**src/rtl/pbr_pkg.sv**
```systemverilog
package pbr_pkg;

  // Effective per-stage enables after the bypass override.
  typedef struct packed {
    logic inv;
    logic swap;
    logic rev;
  } pbr_en_t;

  function automatic pbr_en_t pbr_gate(
    input logic bypass,
    input logic inv,
    input logic swap,
    input logic rev
  );
    pbr_en_t e;
    e.inv  = inv  & ~bypass;
    e.swap = swap & ~bypass;
    e.rev  = rev  & ~bypass;
    return e;
  endfunction

endpackage

```
**src/rtl/pbr_bitrev.sv**
```systemverilog
module pbr_bitrev #(
  parameter int W = 16
) (
  input  logic         en,
  input  logic [W-1:0] din,
  output logic [W-1:0] dout
);

  logic [W-1:0] mirrored;

  for (genvar i = 0; i < W; i++) begin : g_mirror
    assign mirrored[i] = din[W-1-i];
  end

  assign dout = en ? mirrored : din;

endmodule

```
**src/rtl/pbr_byteswap.sv**
```systemverilog
module pbr_byteswap #(
  parameter int W = 16
) (
  input  logic         en,
  input  logic [W-1:0] din,
  output logic [W-1:0] dout
);

  localparam int  NBYTES  = W / 8;
  localparam bit  SWAP_OK = (W % 16) == 0;

  if (SWAP_OK) begin : g_swap
    logic [W-1:0] swapped;
    for (genvar k = 0; k < NBYTES; k++) begin : g_lane
      assign swapped[8*k +: 8] = din[8*(NBYTES-1-k) +: 8];
    end
    assign dout = en ? swapped : din;
  end else begin : g_noswap
    // Byte lanes do not pair up: the enable selects identical words.
    assign dout = en ? din : din;
  end

endmodule

```
**src/rtl/pbr_invert.sv**
```systemverilog
module pbr_invert #(
  parameter int W = 16
) (
  input  logic         en,
  input  logic [W-1:0] din,
  output logic [W-1:0] dout
);

  assign dout = din ^ {W{en}};

endmodule

```
**src/rtl/pbr_lane_xform.sv**
```systemverilog
module pbr_lane_xform
  import pbr_pkg::*;
#(
  parameter int W       = 16,
  parameter bit RX_SIDE = 1'b0
) (
  input  logic         clk,
  input  logic         rst_n,
  input  logic         in_vld,
  input  logic [W-1:0] in_data,
  input  logic         cfg_bypass,
  input  logic         cfg_inv,
  input  logic         cfg_swap,
  input  logic         cfg_rev,
  output logic         out_vld,
  output logic [W-1:0] out_data
);

  localparam bit SWAP_OK = (W % 16) == 0;

  pbr_en_t      en;
  logic [W-1:0] s0, s1, s2, s3;
  logic [W-1:0] data_d, data_q;
  logic         vld_d, vld_q;

  assign en = pbr_gate(cfg_bypass, cfg_inv, cfg_swap, cfg_rev);
  assign s0 = in_data;

  if (!RX_SIDE) begin : g_tx_order
    pbr_bitrev   #(.W(W)) u_rev  (.en(en.rev),  .din(s0), .dout(s1));
    pbr_byteswap #(.W(W)) u_swap (.en(en.swap), .din(s1), .dout(s2));
    pbr_invert   #(.W(W)) u_inv  (.en(en.inv),  .din(s2), .dout(s3));
  end else begin : g_rx_order
    pbr_invert   #(.W(W)) u_inv  (.en(en.inv),  .din(s0), .dout(s1));
    pbr_byteswap #(.W(W)) u_swap (.en(en.swap), .din(s1), .dout(s2));
    pbr_bitrev   #(.W(W)) u_rev  (.en(en.rev),  .din(s2), .dout(s3));
  end

  // Next-state logic: the word register loads only on an accepted word.
  always_comb begin
    vld_d  = in_vld;
    data_d = data_q;
    if (in_vld) begin
      data_d = s3;
    end
  end

  always_ff @(posedge clk or negedge rst_n) begin
    if (!rst_n) begin
      vld_q  <= 1'b0;
      data_q <= '0;
    end else begin
      vld_q  <= vld_d;
      data_q <= data_d;
    end
  end

  assign out_vld  = vld_q;
  assign out_data = data_q;

  // Assertion support: set once a full cycle has passed since reset.
  logic chk_armed;
  always_ff @(posedge clk or negedge rst_n) begin
    if (!rst_n) chk_armed <= 1'b0;
    else        chk_armed <= 1'b1;
  end

  AST_VLD_LATENCY: assert property (@(posedge clk) disable iff (!rst_n)
    chk_armed |-> (out_vld == $past(in_vld)));

  AST_HOLD_IDLE: assert property (@(posedge clk) disable iff (!rst_n)
    (chk_armed && !$past(in_vld)) |-> $stable(out_data));

  AST_BYPASS_CLEAR: assert property (@(posedge clk) disable iff (!rst_n)
    (chk_armed && $past(in_vld && cfg_bypass)) |-> (out_data == $past(in_data)));

  AST_INV_ONLY: assert property (@(posedge clk) disable iff (!rst_n)
    (chk_armed && $past(in_vld && !cfg_bypass && cfg_inv && !cfg_swap && !cfg_rev))
    |-> (out_data == ~$past(in_data)));

  AST_REV_WEIGHT: assert property (@(posedge clk) disable iff (!rst_n)
    (chk_armed && $past(in_vld && !cfg_bypass && !cfg_inv && !cfg_swap && cfg_rev))
    |-> ($countones(out_data) == $countones($past(in_data))));

  AST_SWAP_WEIGHT: assert property (@(posedge clk) disable iff (!rst_n)
    (chk_armed && $past(in_vld && !cfg_bypass && !cfg_inv && cfg_swap && !cfg_rev))
    |-> ($countones(out_data) == $countones($past(in_data))));

  AST_SWAP_NOOP: assert property (@(posedge clk) disable iff (!rst_n)
    (chk_armed && !SWAP_OK && $past(in_vld && !cfg_bypass && !cfg_inv && cfg_swap && !cfg_rev))
    |-> (out_data == $past(in_data)));

endmodule

```
**config.mk**
```make
export PLATFORM = sky130hd
export DESIGN_NAME = pbr_lane_xform
export DESIGN_NICKNAME = d
export VERILOG_FILES = /design/src/rtl/pbr_pkg.sv /design/src/rtl/pbr_bitrev.sv /design/src/rtl/pbr_byteswap.sv /design/src/rtl/pbr_invert.sv /design/src/rtl/pbr_lane_xform.sv
export SDC_FILE = /design/constraint.sdc
export NUM_CORES = 1
export LEC_CHECK = 0
export CAP_MARGIN = 20
export CORE_UTILIZATION = 40
export DETAILED_ROUTE_END_ITERATION = 16
export PLACE_DENSITY = 0.83
export SETUP_SLACK_MARGIN = 0.4
export SYNTH_ARGS = -nofsm -noshare
export SYNTH_HDL_FRONTEND = slang
export SYNTH_SLANG_ARGS = --single-unit
```
**constraint.sdc**
```tcl
create_clock -name clk -period 0.8 [get_ports clk]
set_clock_uncertainty 0.1 [all_clocks]
set_input_delay 0.2 -clock clk [delete_from_list [all_inputs] [get_ports clk]]
set_output_delay 0.2 -clock clk [all_outputs]
set_load 0.005 [all_outputs]
```
==> results of run 1 <==
==> critical path: stages <==
cell and delay [ns]:
buf_6 0.09, buf_6 0.11, nand2b_4 0.14, mux4_2 0.57
xnor2_2 0.19, a21oi_1 0.08
==> flip-flops by register name, summed over array words and instances (netlist names) <==
signal and count:
out_data 16, out_vld 1
==> layout by cell type, fill, tap and decap left out, types with 2 or more instances in the layout <==
cell and n:
buf_16 2, buf_4 19, buf_2 17, nor2_1 16
buf_12 3, a21oi_2 3, dfrtp_1 17, xnor2_1 9
a21oi_1 13, buf_6 5, dlygate4sd2_1 18, clkbuf_4 3
mux4_2 16, xnor2_2 7
==> metal layers <==
layer / global-route usage, % / vias to the layer above / wire length (um)
li1: - / 467 / -
met1: 24.80 / 507 / 1250
met2: 35.11 / 44 / 1613
met3: 2.093 / 4 / 133
met4: 8.711 / 0 / 31
met5: 0 / - / 0
==> worst max-delay path by stage <==
| stage | from | depth (start not counted) | slack [ns] | endpoint |
|---|---|---|---|---|
| floorplan | cfg_rev | 5 | -0.62 | out_data[12] |
| global placement | cfg_bypass | 5 | -1.19 | out_data[10] |
| detailed placement | cfg_bypass | 5 | -1.23 | out_data[15] |
| CTS | cfg_bypass | 6 | -0.50 | out_data[4] |
| global route | cfg_rev | 6 | -0.54 | out_data[7] |
| finish | cfg_rev | 6 | -0.51 | out_data[7] |
==> final cells by class <==
type                       instances  share of cell area, %
sequential                        17                  22.90
clock buffer                       4                  1.414
tap                               31                  2.088
multi-input combinational         69                  40.54
timing repair buffer              67                  33.06
==> logic make-up after synthesis <==
kind of cell    count (synthesis)  share of synthesized area [%]
compound gates                 16                          6.904
xor+xnor                       16                          12.08
buf+inv                         9                          4.530
flops                          17                          36.68
mux                            16                          31.07
simple gates                   21                          8.738
==> power groups by stage <==
stage | sequential, mW | combinational (mW) | clock [mW]
after floorplan | 1.08 | 0.440 | 0
after global placement | 1.06 | 0.969 | 0
after detailed placement | 1.07 | 1.00 | 0
after CTS | 1.05 | 1.01 | 0.457
after global routing | 1.06 | 1.22 | 0.514
final | 1.05 | 1.14 | 0.457
==> timing repair <==
| item | 4_1_cts | 5_1_grt |
|---|---|---|
| endpoints found under the setup margin | 51 | 33 |
| setup buffers | 7 | 5 |
| endpoints found under the hold margin | 9 | 9 |
| pin swaps | 16 | 6 |
| gates cloned | 3 | 0 |
| gates resized for setup | 109 | 11 |
==> results.cfg, run 1 <==
[synth]
synth_top_area_share_pct = 36.68
synth-main-ff-cell = dfrtp_1
synth_edf_count = 0
synth_area_leaders = dfrtp_1 (37%), mux4_2 (31%), xnor2_1 (12%), a21oi_1 (6.9%), nor2_1 (5.2%)
synth_cell_types = 13
async_flop_share_pct = 100.0
yosysMostFrequentCell = dfrtp_1
synth_area_um2 = 1160
syn_nets = 118
ys_seq_area_share_pct = 36.68
synth_seq_cells = 17
avgSynthCellArea_um2 = 12.21
synthCells = 95
yosysWarnings = 0
yosys.area.top_type = dfrtp_1
synth_top_cells_by_count = dfrtp_1 (17), a21oi_1 (16), mux4_2 (16), nor2_1 (16), xnor2_1 (16)

[clock_network]
cts.sinks = 17
numCtsBuffers = 3
clock_latency_ns = 0.28
cts_buffer_depth = 2
cts.reportedPaths.clkPinSlew_ns = 0.10
root_buffer = clkbuf_4
h-tree-depth = 1
cts_tree = done

[setup_path]
reg2reg_depth = 4
reg2reg_from = out_data[5]
setup.worst_path.start_class = input port
crit_required_ns = 0.88
reg2reg_to = out_data[5]
worstSetupEndpointType = flop
crit_type = in2reg
cp_max_fo = 8
r2r_slack_ns = -0.21
worstPathArrival_ns = 1.39

[finish]
seqCellArea_um2 = 425.4
layoutNonFillerInstCount = 188
syn2layout_area_growth_pct = 60.19
antenna_cells = 0
multiInputGateArea_um2 = 753.2
nets = 181
fillers = 207
final_util_pct = 67.38
final_area_um2 = 1858
final_layout_size_suffix_gt1_share_pct = 50.96

[floorplan]
start_util_pct = 42.06
core-area_um2 = 2758
dieArea_um2 = 3119
die_height_um = 55.85
placementRows = 19
ios = 40
die_x_um = 55.85

[hold_path]
hold_class = in2async

[timing]
finalCritPeriodShare_pct = 164.3
setup_viol = 33
max_freq_mhz = 760.9
whs_ns = -0.06803
slew_violations = 0
worst_slew_pin_slew_ns = 0.1862
grt_setup_unrepaired = yes
layout_min_cycle_time_ns = 1.314
hold_viol = 9
setup_ws_ns = -0.5143
finalSetupTns_ns = -12.29
relSlewSlack_pct = 87.59

[route]
dr_total_vias = 1022
drt_iter0_drc = 26
wire_per_inst_um = 16.11
finalWirelength_um = 3029
dr.pass1.iters = 5
ant_nets = 0
drc_errors = 0
vias_per_cell = 5.436

[outcome]
violations = hold timing, setup timing
outcome = complete, but fails checks

[power_and_ir_drop]
net-switching-power_uw = 767.2
power_mw = 2.640
power.share.clock_pct = 17.3
p_int_mw = 1.873
combPwrFrac_pct = 43.0
leakage_nw = 0.8098
sw_frac_of_total_pct = 29.06
vdd_ir_drop_max_mv = 0.7296
powerDensity_nw_per_um2 = 1421
p_seq_share_pct = 39.6

[global_route]
grt_start_max_net_pins = 18
grt_usage_pct = 19.89
grt_first_pass_wirelength_um = 4809
grt_overflow = 0
grt_pass1_vias = 1021
antenna_found_initial = 0

[placement]
dp_cells = 169
port_buffers = 39
place_area_um2 = 1677
gp_congestion = 0.6701
pre_cts_slack_ns = -1.228

[flow_run]
drv_cap = 0
(Power assumes the default switching activity.)
==> run 2, diff against run 1 <==
--- a/config.mk
+++ b/config.mk
@@ -6,8 +6,11 @@
 export NUM_CORES = 1
 export LEC_CHECK = 0
 export CAP_MARGIN = 20
-export CORE_UTILIZATION = 40
+export CELL_PAD_IN_SITES_DETAIL_PLACEMENT = 1
+export CELL_PAD_IN_SITES_GLOBAL_PLACEMENT = 1
+export CORE_UTILIZATION = 31
 export DETAILED_ROUTE_END_ITERATION = 16
+export GPL_ROUTABILITY_DRIVEN = 0
 export PLACE_DENSITY = 0.83
 export SETUP_SLACK_MARGIN = 0.4
 export SYNTH_ARGS = -nofsm -noshare
==> run 2 against run 1 <==
  * Clock power up 43%
  * The flow still finishes with violations (hold timing, setup timing)
  * Design area up 8.4%
  * Total power up 15%
  * Worst setup slack worse by 0.025 ns
  * Global-route usage up 0.25 points
  * Fmax down 1.9%
==> results.cfg, run 2 (synthesis gave the netlist of run 1 again) <==
[setup_path]
cpPeakStageDelay_ns = 0.53
worstSetupPathDepth = 6
critPathBufInv = 2
cp_slowest_cell = mux4_2
crit_family = multiplexers
reg2reg_from = out_data[3]
setup.worst_path.start_class = input port
path_cells = buf_8, nor2b_4, buf_12, mux4_2, xnor2_2, a21oi_2
reg2reg_depth = 4
worstPathArrival_ns = 1.38
crit_required_ns = 0.84
crit_type = in2reg
cp_max_fo = 8
crit_start = cfg_bypass
worstSetupEndpointType = flop

[timing]
grt_setup_unrepaired = yes
relSlewSlack_pct = 88.44
finalCritPeriodShare_pct = 167.4
setup_viol = 33
worst_slew_pin_slew_ns = 0.1733
hold_viol = 17
setup_ws_ns = -0.5393
slew_violations = 0
max_freq_mhz = 746.6
layout_min_cycle_time_ns = 1.339
whs_ns = -0.2005

[power_and_ir_drop]
leakage_nw = 0.8856
powerDensity_nw_per_um2 = 1514
vdd_ir_drop_max_mv = 0.6446
power_mw = 3.049

[finish]
nets = 192
fillers = 378
final_layout_size_suffix_gt1_share_pct = 56.55
largest_reg_flops = 16
final_common_cell = buf_4
final_util_pct = 58.04
multiInputGateArea_um2 = 764.5
final_cell_mix = buf_4 (30), dlygate4sd2_1 (17), dfrtp_1 (17), buf_2 (17)
antenna_cells = 0
final_area_um2 = 2013
syn2layout_area_growth_pct = 73.57
seqCellArea_um2 = 425.4

[outcome]
violations = hold timing, setup timing
outcome = complete, but fails checks

[hold_path]
hold_class = in2async

[placement]
port_buffers = 39
pre_cts_slack_ns = -1.341
place_area_um2 = 1773

[floorplan]
ios = 40
placementRows = 21
dieArea_um2 = 3990
die_height_um = 63.17
die_x_um = 63.17
start_util_pct = 33.44
core-area_um2 = 3468

[global_route]
grt_first_pass_wirelength_um = 5989
grt_pass1_vias = 1136
grt_start_max_net_pins = 18
grt_overflow = 0
antenna_found_initial = 0
grt_usage_pct = 20.14

[clock_network]
root_buffer = clkbuf_8
cts_buffer_depth = 2
cts_tree = done
cts.sinks = 17
numCtsBuffers = 3
cts.reportedPaths.clkPinSlew_ns = 0.07
clock_latency_ns = 0.26
h-tree-depth = 1

[route]
dr_total_vias = 1056
drt_iter0_drc = 39
vias_per_cell = 4.935
wire_per_inst_um = 17.36
finalWirelength_um = 3716
ant_nets = 0
dr.pass1.iters = 4
drc_errors = 0

[flow_run]
drv_cap = 0
## run 2: changes by cell type in the layout (fill, tap and decap cells not counted), sizes merged
cell         before  now
buf              47   58
clkinv            0    1
dlygate4sd2      18   17
## run 2: area by class of cell
cell class / instances / share of cell area [%]
repair buffers: 78 / 35.74
clock inverters: 1 / 0.2486
well taps: 46 / 2.859
clock buffers: 3 / 2.051
flip-flops and latches: 17 / 21.13
multi-input cells: 69 / 37.97
## run 2: final timing paths
path,to,slack [ns]
setup / recovery,out_data[9],-0.54
hold / removal,out_vld,-0.20
setup reg to reg,out_data[3],-0.29
hold reg to reg,out_data[12],0.48
max in group asynchronous,out_data[6],0.56
min in group clk,out_vld,0.11
## run 2: stage by stage
stage                     cells  hold slack, ns  setup TNS (ns)
after global routing        214         -0.1961          -13.98
after floorplan              95         -0.1956          -9.587
after CTS                   209        -0.04760          -12.58
final                       214         -0.2005          -12.81
after global placement      191          0.4089          -25.04
after detailed placement    191          0.4350          -26.21
## run 2: what timing repair did
| action | CTS | global route |
|---|---|---|
| setup endpoints to repair | 51 | 41 |
| gates cloned | 3 | 0 |
| pin swaps | 17 | 8 |
| hold endpoints to repair | 9 | 17 |
| buffers inserted | 11 | 5 |
| resized for setup | 113 | 7 |
## run 2: power by group
group          total (mW)  internal [mW]  switching [mW]
registers            1.07          0.987          0.0786
clock network       0.654          0.346           0.307
logic                1.33          0.821           0.509
## run 2: layer usage
layer | vias to the layer above | share of wire (%) | GRT usage, %
li1 | 489 | - | -
met1 | 528 | 40 | 23.49
met2 | 33 | 54 | 37.23
met3 | 6 | 3.7 | 2.536
met4 | 0 | 1.7 | 7.267
met5 | - | 0 | 0
==> run 3, diff against run 2 <==
==> constraint.sdc (replaced) <==
create_clock -name clk -period 1.2 [get_ports clk]
set_clock_uncertainty 0.1 [all_clocks]
set_input_delay 0.3 -clock clk [delete_from_list [all_inputs] [get_ports clk]]
set_output_delay 0.3 -clock clk [all_outputs]
set_load 0.005 [all_outputs]
==> run 3 against run 2 <==
  * The run ends with setup timing left
  * Flip-flop and latch count unchanged
  * Via count fell by 0.38%
  * Routed wire length fell by 8.0%
  * Clock power shrank 34%
  * First-iteration DRC count grew 54%
  * Global-route usage shrank 1.3 points
  * Largest cell class unchanged
  * Highest routed layer unchanged
==> results.cfg, run 3 (synthesis gave the netlist of run 1 again) <==
[finish]
largest_reg_flops = 16
seqCellArea_um2 = 425.4
antenna_cells = 0
multiInputGateArea_um2 = 757.0
final_cell_mix = buf_4 (32), dlygate4sd2_1 (17), dfrtp_1 (17), buf_2 (17)
syn2layout_area_growth_pct = 69.15
final_layout_size_suffix_gt1_share_pct = 55.36
final_common_cell = buf_4
fillers = 387
nets = 192
layoutNonFillerInstCount = 214
final_area_um2 = 1962

[clock_network]
cts.sinks = 17
h-tree-depth = 1
cts.reportedPaths.clkPinSlew_ns = 0.07
numCtsBuffers = 3
root_buffer = clkbuf_8
clock_latency_ns = 0.26
cts_hold_buf = 0
cts_tree = done
cts_buffer_depth = 2

[placement]
place_area_um2 = 1773
dp_cells = 191
port_buffers = 39

[route]
ant_nets = 0
finalWirelength_um = 3417
dr.pass1.iters = 4
drt_iter0_drc = 60
top_layer = met4
dr_total_vias = 1052
wire_per_inst_um = 15.97
dr_wl_met3_um = 142
wl_met2_um = 1770
drc_errors = 0
wirelength_met1_um = 1427
vias_per_cell = 4.916

[global_route]
grt_pass1_vias = 1134
grt_usage_pct = 18.82
antenna_found_initial = 0
grt_overflow = 0
grt_first_pass_wirelength_um = 5733
grt_start_max_net_pins = 18

[setup_path]
crit_required_ns = 1.24
setup.worst_path.start_class = input port
crit_type = in2reg
cp_max_fo = 8
worstPathArrival_ns = 1.49
worstSetupEndpointType = flop

[timing]
slew_violations = 0
setup_ws_ns = -0.2469
worst_slew_pin_slew_ns = 0.1744
setup_viol = 16
finalCritPeriodShare_pct = 120.6
grt_setup_unrepaired = yes
max_freq_mhz = 691.1
layout_min_cycle_time_ns = 1.447
relSlewSlack_pct = 88.33
hold_viol = 0

[flow_run]
drv_cap = 0

[floorplan]
start_util_pct = 33.44
placementRows = 21
dieArea_um2 = 3990
core-area_um2 = 3468
ios = 40
die_x_um = 63.17
die_height_um = 63.17

[hold_path]
hold_class = in2async

[outcome]
outcome = complete, but fails checks
violations = setup timing

[power_and_ir_drop]
powerDensity_nw_per_um2 = 1018
vdd_ir_drop_max_mv = 0.4385
leakage_nw = 0.8600
run 3: changes by cell type in the layout (fill, tap and decap cells not counted), sizes merged:
cell | before | now
buf | 58 | 57
clkbuf | 4 | 3
clkdlybuf4s15 | 0 | 1
clkdlybuf4s50 | 1 | 2
run 3: metrics by stage:
step | setup slack, ns | hold slack, ns | total power [mW] | utilization [%] | setup TNS [ns]
finish | -0.2469 | 0.2778 | 1.998 | 56.57 | -3.148
global route | -0.2778 | 0.2959 | 2.113 | 56.57 | -4.034
CTS | -0.2660 | 0.2787 | 1.924 | 54.51 | -3.286
detailed placement | -1.041 | 0.4350 | 1.470 | 51.12 | -16.02
global placement | -0.9536 | 0.4089 | 1.435 | 51.12 | -14.87
floorplan | -0.3222 | -0.09559 | 1.012 | - | -4.787
run 3: layout make-up:
type / instances / share of cell area [%]
multi-input combinational: 69 / 38.58
timing repair buffer: 78 / 34.44
sequential: 17 / 21.68
tap: 46 / 2.934
clock buffer: 3 / 2.105
clock inverter: 1 / 0.2551
run 3: layer usage:
layer	up-vias	track usage, %
met5	-	0
met4	0	7.849
met3	7	2.174
met2	37	33.74
met1	523	22.56
li1	485	-
run 3: worst paths after layout:
kind	start	end	slack (ns)	cells past startpoint
worst min-delay path	rst_n	out_data[5]	0.28	2
worst min register to register	out_data[12]	out_data[12]	0.43	2
worst max register to register	out_data[10]	out_data[10]	0.08	5
worst max-delay path	cfg_bypass	out_data[4]	-0.25	6
max in group asynchronous	rst_n	out_data[9]	0.60	2
min in group clk	out_data[12]	out_data[12]	0.43	2
run 3: where the power goes:
group	internal (mW)	total [mW]	switching, mW	leakage (nW)
Clock	0.231	0.434	0.203	0.0255
Combinational	0.535	0.859	0.323	0.645
Sequential	0.658	0.705	0.0477	0.190
run 3: what timing repair did:
item,CTS,global route
resized for setup,104,4
endpoints found under the setup margin,34,33
pin swaps,17,8
setup buffers,11,7
gates cloned,1,0
run 3: worst max-delay path, stage by stage:
cell and delay, ns:
buf_8 0.11, nor2b_4 0.12, buf_12 0.14, mux4_2 0.54
xnor2_2 0.19, a21oi_1 0.09
